## src/rtl/ext_irq_pkg.sv

```systemverilog
// Shared field indices and per-pin trigger configuration type.
// Assumes fields are laid out from bit 0 upward in the index order below.
package ext_irq_pkg;
    localparam int FLD_SENSE = 0;
    localparam int FLD_STAT  = 1;
    localparam int FLD_ACK   = 2;
    localparam int FLD_EN    = 3;
    localparam int FLD_ANY   = 4;
    localparam int FLD_LVL   = 5;
    localparam int NUM_FLD   = 6;

    typedef struct packed {
        logic sense;   // edge: 0 rising / 1 falling; level: active value
        logic any;     // any-edge select
        logic lvl;     // level-triggered select
    } trig_cfg_t;
endpackage

```

## src/rtl/ext_irq_sync.sv

```systemverilog
// Two-flop synchroniser for a vector of asynchronous pins.
// Assumes each bit is independent; no bus coherency is provided.
module ext_irq_sync #(
    parameter int W = 4
) (
    input  logic         clk,
    input  logic         rst_n,
    input  logic [W-1:0] async_i,
    output logic [W-1:0] sync_o
);
    logic [W-1:0] stage1_q;
    logic [W-1:0] stage2_q;

    // Shift the pins through two flops to settle metastability.
    always_ff @(posedge clk) begin
        if (!rst_n) begin
            stage1_q <= '0;
            stage2_q <= '0;
        end else begin
            stage1_q <= async_i;
            stage2_q <= stage1_q;
        end
    end

    assign sync_o = stage2_q;
endmodule

```

## src/rtl/ext_irq_line.sv

```systemverilog
// Per-pin trigger detection and status bit.
// Assumes smp_i is already synchronous. Edge modes latch a sticky status,
// and a new edge wins over a simultaneous acknowledge. Level modes track
// the qualified level and ignore acknowledges.
module ext_irq_line
    import ext_irq_pkg::*;
(
    input  logic      clk,
    input  logic      rst_n,
    input  logic      smp_i,
    input  trig_cfg_t cfg_i,
    input  logic      ack_i,
    output logic      stat_o
);
    logic prev_q;
    logic stat_q;
    logic rise;
    logic fall;
    logic evt;

    // Classify the transition between the previous and current samples.
    always_comb begin
        rise = smp_i & ~prev_q;
        fall = ~smp_i & prev_q;
        if (cfg_i.any)
            evt = rise | fall;
        else if (cfg_i.sense)
            evt = fall;
        else
            evt = rise;
    end

    // Hold the previous sample and update status for the selected mode.
    always_ff @(posedge clk) begin
        if (!rst_n) begin
            prev_q <= 1'b0;
            stat_q <= 1'b0;
        end else begin
            prev_q <= smp_i;
            if (cfg_i.lvl)
                stat_q <= (smp_i == cfg_i.sense);
            else
                stat_q <= evt | (stat_q & ~ack_i);
        end
    end

    assign stat_o = stat_q;
endmodule

```

## src/rtl/ext_irq_regs.sv

```systemverilog
// Control word storage and read-back mux.
// Assumes one word. Status is supplied from the line logic. The acknowledge
// field is a one-cycle pulse taken from the write data and is never stored.
module ext_irq_regs
    import ext_irq_pkg::*;
#(
    parameter int NUM_IN  = 4,
    parameter int FIELD_W = 4,
    parameter int DATA_W  = 32
) (
    input  logic                    clk,
    input  logic                    rst_n,
    input  logic                    wr_en,
    input  logic [DATA_W-1:0]       wr_data,
    input  logic [NUM_IN-1:0]       stat_i,
    output trig_cfg_t [NUM_IN-1:0]  cfg_o,
    output logic [NUM_IN-1:0]       en_o,
    output logic [NUM_IN-1:0]       ack_o,
    output logic [DATA_W-1:0]       rd_data
);
    localparam int OFS_SENSE = FLD_SENSE * FIELD_W;
    localparam int OFS_STAT  = FLD_STAT  * FIELD_W;
    localparam int OFS_ACK   = FLD_ACK   * FIELD_W;
    localparam int OFS_EN    = FLD_EN    * FIELD_W;
    localparam int OFS_ANY   = FLD_ANY   * FIELD_W;
    localparam int OFS_LVL   = FLD_LVL   * FIELD_W;

    logic [NUM_IN-1:0] sense_q;
    logic [NUM_IN-1:0] any_q;
    logic [NUM_IN-1:0] lvl_q;
    logic [NUM_IN-1:0] en_q;
    logic              unused_wr;

    // Capture the writable configuration fields on a write.
    always_ff @(posedge clk) begin
        if (!rst_n) begin
            sense_q <= '0;
            any_q   <= '0;
            lvl_q   <= '0;
            en_q    <= '0;
        end else if (wr_en) begin
            sense_q <= wr_data[OFS_SENSE +: NUM_IN];
            any_q   <= wr_data[OFS_ANY   +: NUM_IN];
            lvl_q   <= wr_data[OFS_LVL   +: NUM_IN];
            en_q    <= wr_data[OFS_EN    +: NUM_IN];
        end
    end

    // Acknowledge pulse exists only in the cycle of the write.
    assign ack_o     = wr_en ? wr_data[OFS_ACK +: NUM_IN] : '0;
    assign en_o      = en_q;
    assign unused_wr = ^wr_data;

    for (genvar n = 0; n < NUM_IN; n++) begin : g_cfg
        assign cfg_o[n].sense = sense_q[n];
        assign cfg_o[n].any   = any_q[n];
        assign cfg_o[n].lvl   = lvl_q[n];
    end

    // Assemble the read-back word; the acknowledge field stays zero.
    always_comb begin
        rd_data                         = '0;
        rd_data[OFS_SENSE +: NUM_IN]    = sense_q;
        rd_data[OFS_STAT  +: NUM_IN]    = stat_i;
        rd_data[OFS_EN    +: NUM_IN]    = en_q;
        rd_data[OFS_ANY   +: NUM_IN]    = any_q;
        rd_data[OFS_LVL   +: NUM_IN]    = lvl_q;
    end
endmodule

```

## src/rtl/ext_irq_ctrl.sv

```systemverilog
// External interrupt input controller top.
// Assumes NUM_IN <= FIELD_W and all six fields fit in DATA_W.
// Pin to status latency is three clock edges; status to request is one more.
module ext_irq_ctrl
    import ext_irq_pkg::*;
#(
    parameter int NUM_IN  = 4,
    parameter int FIELD_W = 4,
    parameter int DATA_W  = 32
) (
    input  logic              clk,
    input  logic              rst_n,
    input  logic [NUM_IN-1:0] pin_i,
    input  logic              wr_en,
    input  logic [DATA_W-1:0] wr_data,
    output logic [DATA_W-1:0] rd_data,
    output logic [NUM_IN-1:0] irq_o
);
    localparam int USED_W = NUM_FLD * FIELD_W;

    if (NUM_IN > FIELD_W || USED_W > DATA_W) begin : g_bad_cfg
        initial $error("ext_irq_ctrl: fields do not fit the control word");
    end

    logic [NUM_IN-1:0]      smp;
    logic [NUM_IN-1:0]      stat;
    logic [NUM_IN-1:0]      en;
    logic [NUM_IN-1:0]      ack;
    trig_cfg_t [NUM_IN-1:0] cfg;
    logic [NUM_IN-1:0]      irq_q;

    ext_irq_sync #(.W(NUM_IN)) u_sync (
        .clk     (clk),
        .rst_n   (rst_n),
        .async_i (pin_i),
        .sync_o  (smp)
    );

    ext_irq_regs #(
        .NUM_IN  (NUM_IN),
        .FIELD_W (FIELD_W),
        .DATA_W  (DATA_W)
    ) u_regs (
        .clk     (clk),
        .rst_n   (rst_n),
        .wr_en   (wr_en),
        .wr_data (wr_data),
        .stat_i  (stat),
        .cfg_o   (cfg),
        .en_o    (en),
        .ack_o   (ack),
        .rd_data (rd_data)
    );

    for (genvar n = 0; n < NUM_IN; n++) begin : g_line
        ext_irq_line u_line (
            .clk    (clk),
            .rst_n  (rst_n),
            .smp_i  (smp[n]),
            .cfg_i  (cfg[n]),
            .ack_i  (ack[n]),
            .stat_o (stat[n])
        );
    end

    // Register the enabled status as the request toward the parent.
    always_ff @(posedge clk) begin
        if (!rst_n)
            irq_q <= '0;
        else
            irq_q <= stat & en;
    end

    assign irq_o = irq_q;
endmodule

```

## config.mk

```make
export PLATFORM = sky130hd
export DESIGN_NAME = ext_irq_ctrl
export DESIGN_NICKNAME = d
export VERILOG_FILES = /design/src/rtl/ext_irq_pkg.sv /design/src/rtl/ext_irq_sync.sv /design/src/rtl/ext_irq_line.sv /design/src/rtl/ext_irq_regs.sv /design/src/rtl/ext_irq_ctrl.sv
export SDC_FILE = /design/constraint.sdc
export NUM_CORES = 1
export LEC_CHECK = 0
export ABC_CLOCK_PERIOD_IN_PS = 1800
export BUFFER_PORTS_ARGS = -buffer_cell sky130_fd_sc_hd__buf_2
export CAP_MARGIN = 20
export CELL_PAD_IN_SITES_DETAIL_PLACEMENT = 1
export CELL_PAD_IN_SITES_GLOBAL_PLACEMENT = 2
export CORE_MARGIN = 5
export CORE_UTILIZATION = 26
export DETAILED_ROUTE_END_ITERATION = 12
export GPL_TIMING_DRIVEN = 0
export MAX_ROUTING_LAYER = met4
export PLACE_DENSITY = 0.75
export SLEW_MARGIN = 20
export SYNTH_ARGS = -nofsm -noshare
export SYNTH_HDL_FRONTEND = slang
export SYNTH_SLANG_ARGS = --single-unit
export TNS_END_PERCENT = 50
```

## constraint.sdc

```tcl
create_clock -name clk -period 1.8 [get_ports clk]
set_clock_uncertainty 0.2 [all_clocks]
set_input_delay 0.18 -clock clk [delete_from_list [all_inputs] [get_ports clk]]
set_output_delay 0.18 -clock clk [all_outputs]
set_load 0.01 [all_outputs]
```

After elaboration in Yosys (flattened, before gate mapping)

Index checks and enable logic that the tools add are counted.

Bitwise operators: 33
Equality and inequality tests: 4
Muxes and demuxes: 13

Operator list:

| kind              | count |
|---|---|
| AND 1 bit         | 12 |
| two-way mux 1 bit | 12 |
| inverter 1 bit    | 12 |
| bitwise OR 1 bit  | 8 |
| AND 4 bit         | 1 |
| == test 1 bit     | 4 |
| two-way mux 4 bit | 1 |

Output and inout bits: 36
Word-level logic and storage cells: 65
Register bits: 36
Bits of input ports: 39

Depth between registers and ports, before layout

Gate-level depths: netlist of the first run.

Depth after elaboration: 6
Gate-level depth with buffers: 5

By module

A second synthesis of the first run with hierarchy kept.

Cell total of the unflattened synthesis: 172
Area total of the unflattened synthesis: 1702.9 µm²

Modules (own cells, without submodules):

| module       | cells each | area each (µm²) | sequential area each (µm²) | times used |
|---|---|---|---|---|
| ext_irq_regs | 88         | 872.1           | 320.3                      | 1 |
| ext_irq_line | 15         | 128.9           | 40.0                       | 4 |
| ext_irq_sync | 16         | 210.2           | 160.2                      | 1 |
| ext_irq_ctrl | 8          | 105.1           | 80.1                       | 1 |

Worst setup path before layout of the first run

Ideal clock, no wire load.

Kind: reg-to-reg
Start: register g_line[1].u_line.prev_q
End: register g_line[1].u_line.stat_q
Setup time: 0.116 ns
Data arrival time: 1.162 ns
Path slack: 0.321 ns
Cell stages (with the launch flop): 6
Required time: 1.484 ns
Period minus slack after synthesis: 1.479 ns
Cell sequence: dfxtp_1 inv_1 ha_1 inv_1 a221o_1 o211a_1

Longest elaborated chain between the ends: 6
Elaborated cells between the ends (all ways): 8
Those cells by class: mux (3); bitwise (5)

Ends and longest elaborated chain:

| element                                                      | RTL line                               | text |
|---|---|---|
| start: declaration                                           | ext_irq_line.sv:15                     | `logic prev_q;` |
| start signal: assignment                                     | ext_irq_line.sv:39                     | `prev_q <= smp_i;` |
| inverter 1 bit                                               | ext_irq_line.sv:23                     | `rise = smp_i & ~prev_q;` |
| AND 1 bit                                                    | ext_irq_line.sv:23                     |  |
| two-way mux 1 bit / bitwise OR 1 bit (equally long branches) | ext_irq_line.sv:27, ext_irq_line.sv:26 |  |
| two-way mux 1 bit (*)                                        | ext_irq_line.sv:25                     | `if (cfg_i.any)` |
| bitwise OR 1 bit (*)                                         | ext_irq_line.sv:43                     | `stat_q <= evt \| (stat_q & ~ack_i);` |
| two-way mux 1 bit (*)                                        | ext_irq_line.sv:40                     | `if (cfg_i.lvl)` |
| end signal: assignment                                       | ext_irq_line.sv:41                     | `stat_q <= (smp_i == cfg_i.sense);` |
| end signal: assignment                                       | ext_irq_line.sv:43                     |  |
| end: declaration                                             | ext_irq_line.sv:16                     | `logic stat_q;` |

Mark *: on every way between the ends. The rest lies on a longest branch, timed or not.
A chain may end at the register's enable or synchronous reset.

Final worst setup path of the first run

Start: register g_line[3].u_line.prev_q
End: register g_line[3].u_line.stat_q

Longest elaborated chain between the ends: 6
Elaborated cells between the ends (all ways): 8
Those cells by class: mux (3); bitwise (5)

Ends and longest elaborated chain:

| element                                                      | RTL line |
|---|---|
| start: declaration                                           | ext_irq_line.sv:15 |
| start signal: assignment                                     | ext_irq_line.sv:39 |
| inverter 1 bit                                               | ext_irq_line.sv:23 |
| AND 1 bit                                                    | ext_irq_line.sv:23 |
| two-way mux 1 bit / bitwise OR 1 bit (equally long branches) | ext_irq_line.sv:27, ext_irq_line.sv:26 |
| two-way mux 1 bit (*)                                        | ext_irq_line.sv:25 |
| bitwise OR 1 bit (*)                                         | ext_irq_line.sv:43 |
| two-way mux 1 bit (*)                                        | ext_irq_line.sv:40 |
| end signal: assignment                                       | ext_irq_line.sv:41 |
| end signal: assignment                                       | ext_irq_line.sv:43 |
| end: declaration                                             | ext_irq_line.sv:16 |

Marks and branches as above.

==> out/summary.txt, run 1 <==
Sequential Power Share: 49.6%
IO Pins: 75
Commonest cells post-synth: dfxtp_1, mux2i_1, buf_4
Top cells by area, synth: dfxtp_1, mux2i_1, buf_4
WL/cell: 12.3 um
Global routing usage on met1: 13.1%
Status: completed
WHS Endpoint: u_regs.lvl_q[2]
Worst Min Path Start: rst_n
Nets: 289
Tmin final: 1540 ps
Yosys cell types: 17
Final core utilization: 38.3%
Critical Path AT: 1520 ps
Warnings from Yosys: 0
R2r setup slk: 260 ps
Top-area cell type share of the netlist area: 45.5%
Avg Cell Area, Syn: 10.3 sq um
Flip-flop and latch count after synthesis: 36
RR Startpoint: g_line[3].u_line.prev_q
Detail Placement HPWL: 2860 um
Clock Power Share: 35.0%
Final Hold Viols: 0
Post-DRT Antenna Nets: 0
Period utilization: 85.6%
Number of global-route vias before repair: 1311
Max rail drop VDD: 333 uV
Clk Latency, worst-skew pair: 270 ps
N_diodes: 0
Main flop type after synthesis: dfxtp_1
Register area: 721 sq um
Vias/cell: 4.10
Mapped cell area: 0.00159 sq mm
Grt met3 use: 3.10%
Vias: 1301
GRT Total Usage: 10.7%
Post-CTS Setup Bufs: 0
Area of the multi-input gates: 711 sq um
CTS Buf Count: 5
Largest area contributor in the netlist: dfxtp_1
Die X: 88.1 um
Drt drc: 0
Gpl congestion: 0.687
Std cell rows: 28
Initial DRT Pass Iterations: 4
Unrepaired setup endpoints after global routing: no
FMAX: 649 MHz
Final TNS setup: 0 ps
Grt ovf: 0
Die area: 0.00776 sq mm
Pwr/cell area: 777 mW/mm^2
Input/output buffers: 50
First-pass GRT wire length: 6170 um
CP Class: reg2reg
HP Class: in2reg
Post-Syn Instances: 154
DIE HEIGHT: 88.1 um
Final setup fails: 0
Clock H-tree levels: 2
CTS sink count: 36
CP Launch Type: register
Sequential cell area fraction in the yosys report: 45.5%
Pleak: 1.20 nW
Reg2reg end: g_line[3].u_line.stat_o
Switch Pwr: 0.423 mW
Pin count of the biggest net entering global routing: 11
CP required: 1770 ps
Post-synth EDFFs: 0
Fill count: 699
R2R cell count: 5
Switch share: 24.0%
Crit Path Max Fanout: 2
Most common cell in the synthesized netlist: dfxtp_1
Async set-reset flop share out of synthesis: 0%
Logic pwr share: 15.4%
CP endpoint kind: register
Maxcap violations: 0
Maximum clock path buffer count: 2
Root buffer cell: clkbuf_8
Initial drt markers: 14
CTS clk-pin slew, worst paths: 70 ps
CTS tree: built
Initial Utilization: 26.8%
Most Used Layer, Global Route: met2
Pins Over Slew Limit: 0
Post-CTS sizing: 0
Hold Path Depth: 2
WL final: 3880 um
Antenna violations before repair: 0
Core Area: 0.00592 sq mm
Area delta synth->final: 43.0%
M2 GR Usage: 17.5%
Share of cells above drive strength 1: 31.8%
Power Internal: 1.34 mW
==> logic make-up after synthesis <==
kind of cell | share of synthesized area [%]
other | 0.237
muxes | 12.6
adders and majority gates | 6.31
and+or+nand+nor | 15.8
DFF | 45.5
xor gates and xnor gates | 2.21
AOI/OAI and AO/OA | 5.05
buffers and inverters | 12.3
==> layout make-up <==
type	count	area share [%]
buffer	21	6.62
timing repair buffer	70	19.9
multi-input combinational	96	31.3
tap	75	4.14
sequential	36	31.8
clock buffer	7	4.25
inverter	12	1.99
==> routing by layer <==
metal,vias to the layer above,part of all wire (%)
met5,-,0
met4,0,0.41
met3,2,6.7
met2,43,48
met1,611,45
li1,645,-
==> stage by stage <==
stage | area [sq um] | setup WS, ps | total power, mW | hold WS (ps) | instances
after floorplan | 1630 | 321 | 1.04 | 107 | 165
after global placement | 1970 | 282 | 1.13 | 187 | 290
after detailed placement | 1970 | 254 | 1.14 | 191 | 290
after CTS | 2270 | 238 | 1.79 | 44.8 | 317
after global routing | 2270 | 179 | 1.86 | 47.2 | 317
final | 2270 | 259 | 1.76 | 44.4 | 317
==> layout by cell type (no fill, tap or decap) <==
cell type,Yosys,final
a221o_1,4,4
and2_1,12,12
and3_1,4,4
buf_2,0,50
buf_4,17,17
buf_6,1,1
clkbuf_1,3,3
clkbuf_8,0,7
conb_1,1,12
dfxtp_1,36,36
dlygate4sd3_1,0,20
ha_1,8,8
inv_1,12,12
mux2i_1,20,20
nand2_1,6,6
nand2_2,2,2
nor2_1,4,4
nor2b_1,16,16
o211a_1,4,4
xor2_1,4,4
==> registers in the layout (all words and copies together) (netlist names) <==
signal / flops
g_line.u_line.prev_q: 4
g_line.u_line.stat_o: 4
irq_o: 4
u_regs.any_q: 4
u_regs.en_o: 4
u_regs.lvl_q: 4
u_regs.sense_q: 4
u_sync.stage1_q: 4
u_sync.sync_o: 4
==> power groups by stage <==
stage | registers (mW) | clock network (mW) | logic [mW]
2_1_floorplan | 0.895 | 0 | 0.145
3_3_place_gp | 0.892 | 0 | 0.240
3_5_place_dp | 0.893 | 0 | 0.242
4_1_cts | 0.875 | 0.637 | 0.276
5_1_grt | 0.881 | 0.679 | 0.303
6_report | 0.874 | 0.616 | 0.271
==> critical path: stages, from the launching register on <==
cell and delay (ps):
dfxtp_1 340, inv_1 50, ha_1 270, inv_1 40, a221o_1 330, o211a_1 220
==> how the worst max path moves through the flow <==
stage                              end  depth (start not counted)                     from  slack, ps
2_1_floorplan  g_line[1].u_line.stat_o                          5  g_line[1].u_line.prev_q        320
3_3_place_gp   g_line[3].u_line.stat_o                          5  g_line[3].u_line.prev_q        280
3_5_place_dp   g_line[3].u_line.stat_o                          5  g_line[3].u_line.prev_q        250
4_1_cts        g_line[3].u_line.stat_o                          5  g_line[3].u_line.prev_q        240
5_1_grt        g_line[3].u_line.stat_o                          5  g_line[3].u_line.prev_q        180
6_report       g_line[3].u_line.stat_o                          5  g_line[3].u_line.prev_q        260
==> repair_timing <==
item                                    4_1_cts  5_1_grt
endpoints found under the hold margin        20        0
endpoints found under the setup margin        0        0
hold buffers                                 20        0
Power figures use the tool's default switching activity.
==> inputs of run 2 (changes only) <==
Settings changed: BUFFER_PORTS_ARGS -buffer_cell sky130_fd_sc_hd__buf_2 to not set, CORE_ASPECT_RATIO set to 0.75, CORE_UTILIZATION 26 to 35, DONT_BUFFER_PORTS set to 1, PLACE_DENSITY 0.75 to 0.73.
==> out/summary.txt, run 2 (synthesis results as in run 1) <==
FMAX: 632 MHz (was 649 MHz)
Share of cells above drive strength 1: 13.4% (was 31.8%)
Die area: 0.00599 sq mm (was 0.00776 sq mm)
Commonest non-fill, non-tap cells in the layout: dfxtp_1, dlygate4sd3_1, mux2i_1, buf_4, nor2b_1 (was buf_2, dfxtp_1, mux2i_1, dlygate4sd3_1, buf_4)
Clk Latency, worst-skew pair: 280 ps (was 270 ps)
DIE HEIGHT: 68.3 um (was 88.1 um)
Hold Path Depth: 3 (was 2)
R2r setup slk: 220 ps (was 260 ps)
Period utilization: 88.0% (was 85.6%)
CP Class: reg2reg (unchanged)
CP required: 1770 ps (about the same)
Initial Utilization: 35.9% (was 26.8%)
Fill count: 500 (was 699)
Drt drc: 0 (unchanged)
First-pass GRT wire length: 5760 um (was 6170 um)
Maximum clock path buffer count: 2 (unchanged)
Final TNS setup: 0 ps (unchanged)
HP Class: in2reg (unchanged)
Root buffer cell: clkbuf_8 (unchanged)
DR top layer: met4 (unchanged)
Nets: 240 (was 289)
CP Launch Type: register (unchanged)
CP startpoint: g_line[0].u_line.prev_q (was g_line[3].u_line.prev_q)
Max rail drop VDD: 419 uV (was 333 uV)
Std cell rows: 21 (was 28)
RR Startpoint: g_line[0].u_line.prev_q (was g_line[3].u_line.prev_q)
Pwr/cell area: 841 mW/mm^2 (was 777 mW/mm^2)
WL final: 3750 um (was 3880 um)
Tmin final: 1580 ps (was 1540 ps)
Status: completed (unchanged)
Clock H-tree levels: 2 (unchanged)
Pin count of the biggest net entering global routing: 11 (unchanged)
WL/cell: 14.9 um (was 12.3 um)
Design Area, Final: 0.00200 sq mm (was 0.00227 sq mm)
Area of the multi-input gates: 711 sq um (unchanged)
Final WS setup: 216 ps (was 259 ps)
Number of global-route vias before repair: 1170 (was 1311)
Met2 Routed Length: 1820 um (was 1850 um)
Vias/cell: 4.44 (was 4.10)
CP endpoint kind: register (unchanged)
Input/output buffers: 0 (was 50)
Post-Place Setup Slack: 218 ps (was 254 ps)
Slew headroom: 66.4%
Gpl congestion: 0.750 (was 0.687)
Met1 Wirelength: 1520 um (was 1760 um)
Hold WS: 40.1 ps (was 44.4 ps)
WHS Endpoint: g_line[3].u_line.stat_o (was u_regs.lvl_q[2])
Commonest non-fill, non-tap cell in the layout: dfxtp_1 (was buf_2)
CTS tree: built (unchanged)
Die X: 87.7 um (was 88.1 um)
Pleak: 0.979 nW (was 1.20 nW)
CTS sink count: 36 (unchanged)
Final std cells w/o fill: 251 (was 317)
Design Power: 1.68 mW (was 1.76 mW)
Reg2reg end: g_line[0].u_line.stat_o (was g_line[3].u_line.stat_o)
Post-CTS sizing: 0 (unchanged)
Pins Over Slew Limit: 0 (unchanged)
Detail Placement HPWL: 2700 um (was 2860 um)
Vias: 1115 (was 1301)
Actual slew at the worst max-slew pin: 504 ps
Critical Path AT: 1550 ps (was 1520 ps)
N_diodes: 0 (unchanged)
Crit Path Max Fanout: 2 (unchanged)
Register area: 721 sq um (unchanged)
Initial drt markers: 43 (was 14)
Initial DRT Pass Iterations: 3 (was 4)
Antenna violations before repair: 0 (unchanged)
WL met3: 377 um (was 262 um)
Post-DRT Antenna Nets: 0 (unchanged)
Maxcap violations: 0 (unchanged)
Final core utilization: 45.3% (was 38.3%)
Area delta synth->final: 26.0% (was 43.0%)
CTS clk-pin slew, worst paths: 70 ps (about the same)
GRT Total Usage: 13.3% (was 10.7%)
CTS Buf Count: 5 (unchanged)
Final Hold Viols: 0 (unchanged)
Worst Min Path Start: wr_data[11] (was rst_n)
Core Area: 0.00441 sq mm (was 0.00592 sq mm)
Final setup fails: 0 (unchanged)
Unrepaired setup endpoints after global routing: no (unchanged)
R2R cell count: 5 (unchanged)
Placed Area: 0.00170 sq mm (was 0.00197 sq mm)
Post-CTS Setup Bufs: 0 (unchanged)
Placed Instances: 222 (was 290)
Post-CTS Hold Buffers: 21 (was 20)
Grt ovf: 0 (unchanged)
IO Pins: 75 (unchanged)
[run 2: report_power, final]
part           total (mW)  internal, mW  switching [mW]
registers           0.889         0.839          0.0506
clock network       0.583         0.312           0.271
logic               0.209         0.122          0.0868
total                1.68          1.27           0.408
[run 2: final cells by class]
class                           instances  share of cell area, %
Inverter                               12                   2.25
Clock buffer                            8                   4.51
Timing Repair Buffer                   21                   10.5
Sequential cell                        36                   36.1
Tap cell                               57                   3.57
Multi-Input combinational cell         96                   35.6
Buffer                                 21                   7.51
[run 2: critical path: stages (launching register included)]
cell,delay [ps]
dfxtp_1,340
inv_1,50
ha_1,270
inv_1,40
a221o_1,340
o211a_1,230
[run 2: per-layer routing]
layer  vias up  global-route usage [%]
met4         0                    3.45
met3         4                    5.66
met5         -                       -
li1        542                       -
met2        44                    22.3
met1       525                    14.6
[run 2: worst max-delay path by stage]
stage	to	slack [ps]	cells after the start
floorplan	g_line[1].u_line.stat_o	320	5
global placement	g_line[1].u_line.stat_o	280	5
detailed placement	g_line[0].u_line.stat_o	220	5
CTS	g_line[0].u_line.stat_o	200	5
global route	g_line[1].u_line.stat_o	180	5
finish	g_line[0].u_line.stat_o	220	5
